===== src/rtl/crb_pkg.sv =====
package crb_pkg;

    // Widest position the helper below supports.
    localparam int unsigned POS_MAX_W = 8;

    // Step a position by one and return to zero at the limit.
    function automatic logic [POS_MAX_W-1:0] wrap_next(
        input logic [POS_MAX_W-1:0] pos,
        input logic [POS_MAX_W-1:0] lim
    );
        logic [POS_MAX_W:0] nxt;
        nxt = {1'b0, pos} + {{POS_MAX_W{1'b0}}, 1'b1};
        if (nxt >= {1'b0, lim}) begin
            return '0;
        end
        return nxt[POS_MAX_W-1:0];
    endfunction

endpackage


===== src/rtl/crb_cfg.sv =====
module crb_cfg #(
    parameter int unsigned DEPTH  = 8,
    parameter int unsigned SIZE_W = $clog2(DEPTH + 1)
) (
    input  logic              clk,
    input  logic              rst_n,
    input  logic              cfg_valid,
    input  logic [SIZE_W-1:0] cfg_size,
    output logic              accept_o,
    output logic [SIZE_W-1:0] size_o
);

    localparam logic [SIZE_W-1:0] SIZE_RST = SIZE_W'(DEPTH);

    typedef struct packed {
        logic [SIZE_W-1:0] size;
    } cfg_state_t;

    cfg_state_t st_d, st_q;
    logic       in_range;

    always_comb begin
        in_range = (cfg_size != '0) && (cfg_size <= SIZE_RST);
        accept_o = cfg_valid && in_range;
        st_d     = st_q;
        if (accept_o) begin
            st_d.size = cfg_size;
        end
    end

    always_ff @(posedge clk or negedge rst_n) begin
        if (!rst_n) begin
            st_q.size <= SIZE_RST;
        end else begin
            st_q <= st_d;
        end
    end

    assign size_o = st_q.size;

endmodule


===== src/rtl/crb_ptr.sv =====
module crb_ptr #(
    parameter int unsigned PTR_W  = 3,
    parameter int unsigned SIZE_W = 4
) (
    input  logic              clk,
    input  logic              rst_n,
    input  logic              clear,
    input  logic              step,
    input  logic [SIZE_W-1:0] size,
    output logic [PTR_W-1:0]  pos_o
);

    typedef struct packed {
        logic [PTR_W-1:0] pos;
    } ptr_state_t;

    ptr_state_t st_d, st_q;
    logic [crb_pkg::POS_MAX_W-1:0] stepped;

    always_comb begin
        stepped = crb_pkg::wrap_next(crb_pkg::POS_MAX_W'(st_q.pos),
                                     crb_pkg::POS_MAX_W'(size));
        st_d = st_q;
        if (clear) begin
            st_d.pos = '0;
        end else if (step) begin
            st_d.pos = stepped[PTR_W-1:0];
        end
    end

    always_ff @(posedge clk or negedge rst_n) begin
        if (!rst_n) begin
            st_q.pos <= '0;
        end else begin
            st_q <= st_d;
        end
    end

    assign pos_o = st_q.pos;

endmodule


===== src/rtl/crb_store.sv =====
module crb_store #(
    parameter int unsigned DEPTH  = 8,
    parameter int unsigned DATA_W = 32,
    parameter int unsigned PTR_W  = 3
) (
    input  logic              clk,
    input  logic              rst_n,
    input  logic              we,
    input  logic [PTR_W-1:0]  waddr,
    input  logic [DATA_W-1:0] wdata,
    input  logic [PTR_W-1:0]  raddr,
    output logic [DATA_W-1:0] rdata
);

    typedef struct packed {
        logic [DEPTH-1:0][DATA_W-1:0] ent;
    } store_state_t;

    store_state_t     st_d, st_q;
    logic [DEPTH-1:0] hit;

    // One write-enable decode per entry.
    for (genvar g = 0; g < DEPTH; g++) begin : g_dec
        assign hit[g] = we && (waddr == PTR_W'(g));
    end

    always_comb begin
        st_d = st_q;
        for (int i = 0; i < DEPTH; i++) begin
            if (hit[i]) begin
                st_d.ent[i] = wdata;
            end
        end
    end

    always_ff @(posedge clk or negedge rst_n) begin
        if (!rst_n) begin
            st_q <= '0;
        end else begin
            st_q <= st_d;
        end
    end

    assign rdata = st_q.ent[raddr];

endmodule


===== src/rtl/circ_read_buf.sv =====
module circ_read_buf #(
    parameter int unsigned DEPTH  = 8,
    parameter int unsigned DATA_W = 32,
    parameter int unsigned SIZE_W = $clog2(DEPTH + 1)
) (
    input  logic              clk,
    input  logic              rst_n,
    input  logic              cfg_valid,
    input  logic [SIZE_W-1:0] cfg_size,
    input  logic              wr_en,
    input  logic [DATA_W-1:0] wr_data,
    input  logic              rd_en,
    output logic [DATA_W-1:0] rd_data
);

    localparam int unsigned PTR_W = (DEPTH > 1) ? $clog2(DEPTH) : 1;

    logic              cfg_take;
    logic [SIZE_W-1:0] size_q;
    logic [PTR_W-1:0]  rd_pos;
    logic [PTR_W-1:0]  wr_pos;
    logic              rd_step;
    logic              wr_step;

    // An accepted configure takes priority over both access strobes.
    assign rd_step = rd_en && !cfg_take;
    assign wr_step = wr_en && !cfg_take;

    crb_cfg #(.DEPTH(DEPTH), .SIZE_W(SIZE_W)) u_cfg (
        .clk      (clk),
        .rst_n    (rst_n),
        .cfg_valid(cfg_valid),
        .cfg_size (cfg_size),
        .accept_o (cfg_take),
        .size_o   (size_q)
    );

    crb_ptr #(.PTR_W(PTR_W), .SIZE_W(SIZE_W)) u_rd_ptr (
        .clk  (clk),
        .rst_n(rst_n),
        .clear(cfg_take),
        .step (rd_step),
        .size (size_q),
        .pos_o(rd_pos)
    );

    crb_ptr #(.PTR_W(PTR_W), .SIZE_W(SIZE_W)) u_wr_ptr (
        .clk  (clk),
        .rst_n(rst_n),
        .clear(cfg_take),
        .step (wr_step),
        .size (size_q),
        .pos_o(wr_pos)
    );

    crb_store #(.DEPTH(DEPTH), .DATA_W(DATA_W), .PTR_W(PTR_W)) u_store (
        .clk  (clk),
        .rst_n(rst_n),
        .we   (wr_step),
        .waddr(wr_pos),
        .wdata(wr_data),
        .raddr(rd_pos),
        .rdata(rd_data)
    );

endmodule


===== config.mk =====
export PLATFORM = sky130hd
export DESIGN_NAME = circ_read_buf
export DESIGN_NICKNAME = d
export VERILOG_FILES = /design/src/rtl/crb_pkg.sv /design/src/rtl/crb_cfg.sv /design/src/rtl/crb_ptr.sv /design/src/rtl/crb_store.sv /design/src/rtl/circ_read_buf.sv
export SDC_FILE = /design/constraint.sdc
export NUM_CORES = 1
export LEC_CHECK = 0
export BUFFER_PORTS_ARGS = -buffer_cell sky130_fd_sc_hd__buf_2
export CORE_UTILIZATION = 35
export CTS_CLUSTER_DIAMETER = 50
export CTS_CLUSTER_SIZE = 20
export DETAILED_ROUTE_END_ITERATION = 8
export PLACE_DENSITY = 0.59
export RECOVER_POWER = 25
export SLEW_MARGIN = 30
export SYNTH_ARGS = -nofsm -noshare
export SYNTH_HDL_FRONTEND = slang
export SYNTH_HIERARCHICAL = 1
export SYNTH_SLANG_ARGS = --single-unit
export TNS_END_PERCENT = 50

===== constraint.sdc =====
create_clock -name clk -period 2.91 [get_ports clk]
set_input_delay 0.873 -clock clk [delete_from_list [all_inputs] [get_ports clk]]
set_output_delay 0.873 -clock clk [all_outputs]
set_load 0.1 [all_outputs]

==> metrics.cfg <==
[clock_network]
path_clk_slew_ps = 70
cts_tree = done
clk_latency_ps = 550
cts_sinks = 266
numCtsBuffers = 29
htree_levels = 1
cts_buffer_depth = 3
cts_root_buf = clkbuf_16

[route]
routed_wl_um = 27900
dr.first_iter.drc_count = 398
dr.pass1.iters = 4
antenna_left = 0
viasPerCell = 5.24
wl_per_cell_um = 21.0
vias = 6979
drc = 0

[global_routing]
grt-ovfl-total = 0
met3_usage_pct = 2.60
top_usage_layer = met2
met1_usage_pct = 23.1
track_usage_pct = 15.8
grt_pass1_vias = 7504
grt_start_max_net_pins = 58
met2_usage_pct = 24.6
antenna_found_initial = 3
grt_pass1_wl_um = 44200

[layout]
layout-drive-gt1-share_pct = 59.3
antenna_cells = 0
fill_cells = 3063
nets = 906
final_core_util_pct = 44.0
layout_commonest_cell = dfrtp_1
syn_to_final_growth_pct = 23.1
layout_common_cells = dfrtp_1, mux2_2, mux4_2, buf_12, buf_2

[sta]
fmax_ghz = 0.305
setup_viol = 32
hold_violations = 0
rsz0062_at_grt = yes
worst-slew-pin-transition_ps = 1540
fin_tns_setup_ps = -10040
fin_skew_ps = 21.8
holdWs_ps = 491
period_needed_ps = 3280
fin_ws_ps = -367
relSlewSlack_pct = -2.40
maxSlewViolCount = 57
min_period_over_period_pct = 113

[setup_path]
critical_path.top_delay_family = multiplexers
start_kind = flip-flop
slowest_delay_ps = 550
worstSetupPathType = flip-flop to output pin
worstPathMaxFanout = 7
crit_slowest_cell = dfrtp_4
worstPathRequired_ps = 2040
critPathCaptureType = output pin
cp.arrival_ps = 2400
cp_num_buf_inv = 3
crit_chain = buf_6 > clkbuf_16 > mux4_2 > mux2_4 > buf_12

[run_status]
status = finished, violations left
violations = capacitance limit, slew limit, setup timing

[placed_design]
dp_hpwl_um = 16500
gp_congestion = 0.699
dp_slack_ps = -202
io_buffers = 72

[logic_synthesis]
async_flop_share_pct = 100
ys_types = 34
synth_compound_area_share_pct = 1.27
netlist_instances = 751
yosysSeqAreaShare_pct = 53.8
synth-xor-area-share_pct = 0.142
synth_top_family_by_area = multiplexers
muxShareOfSynthArea_pct = 39.1
synth_top_area_share_pct = 53.6
syn_area_per_cell_um2 = 16.5
synth-warning-count = 6
synthTopCellsByArea = dfrtp_1, mux2_2, mux4_1
synth-simple-area-share_pct = 1.84
synth_area_mm2 = 0.0124
synth_fa_ha_area_share_pct = 1.01
ys.flop_type = dfrtp_1
synth-edff-count = 0
yosysTopAreaCell = dfrtp_1
synth_seq_cells = 266
synth_nets = 802

[floorplan]
die_h_um = 190
die_width_um = 190
rows = 68
core_area_mm2 = 0.0346
initial_utilization_pct = 35.7
die_area_mm2 = 0.0361
ioPinCount = 73

[min_path]
hold_path.class = flip-flop to flip-flop

[run]
max-cap-violations = 1

==> cells by family after synthesis <==
logic type | count (synthesis)
multiplexers | 352
flip-flops | 266
AO/OA/AOI/OAI | 26
AND/OR/NAND/NOR | 35
buffers and inverters | 60
adder cells (fa/ha/maj) | 10
XOR/XNOR | 2
==> final cells by class <==
cell class / count / area (um^2) / share of cell area [%]
repair buffers: 122 / 1550 / 10.2
flip-flops and latches: 266 / 6660 / 43.8
multi-input cells: 425 / 5390 / 35.4
clock buffers: 33 / 771 / 5.06
clock inverters: 20 / 251 / 1.65
well taps: 455 / 569 / 3.74
inverters: 11 / 41.3 / 0.271
==> sequential cells by signal, summed over array words and instances, names as in the netlist <==
register / count
u_rd_ptr/pos_o: 3
u_cfg/size_o: 4
u_store/st_q: 256
u_wr_ptr/pos_o: 3
==> path summary, 6_finish.rpt <==
| kind | endpoint | from | cells after the start | slack, ps |
|---|---|---|---|---|
| worst max-delay path | rd_data[7] | u_rd_ptr/pos_o[0] | 5 | -370 |
| worst min-delay path | u_store/st_q[143] | u_store/st_q[143] | 1 | 490 |
| worst max register to register | u_rd_ptr/pos_o[1] | u_rd_ptr/pos_o[0] | 8 | 450 |
| worst min register to register | u_store/st_q[143] | u_store/st_q[143] | 1 | 490 |
| max in group asynchronous | u_store/st_q[176] | rst_n | 2 | 390 |
| min in group asynchronous | u_store/st_q[131] | rst_n | 1 | 690 |
==> what timing repair did <==
item / CTS / global route
gates cloned: 3 / 3
setup buffers: 8 / 0
hold buffers: 0 / 0
gates resized for setup: 128 / 65
endpoints found under the hold margin: 0 / 0
setup endpoints to repair: 32 / 32
==> through the flow <==
step	cell area, um^2	instances
2_1_floorplan	12400	751
3_3_place_gp	13600	1268
3_5_place_dp	13600	1268
4_1_cts	15100	1331
5_1_grt	15200	1332
6_report	15200	1332
==> metal layers <==
layer,up-vias,share of wire (%)
li1,3048,-
met1,3771,48
met2,113,47
met3,41,3.9
met4,6,1.5
met5,-,0.13
==> cells in the mapped netlist (6+ instances only) <==
library cell	instances
mux4_1	40
buf_6	7
buf_2	22
o21ai_0	11
mux4_2	24
mux2_2	279
inv_1	11
dfrtp_1	265
buf_4	12
mux2_1	9
nand2_1	6
ha_1	10
Power is not shown: default switching activity piles up to over one toggle a cycle in this logic, so the estimate is an artifact.
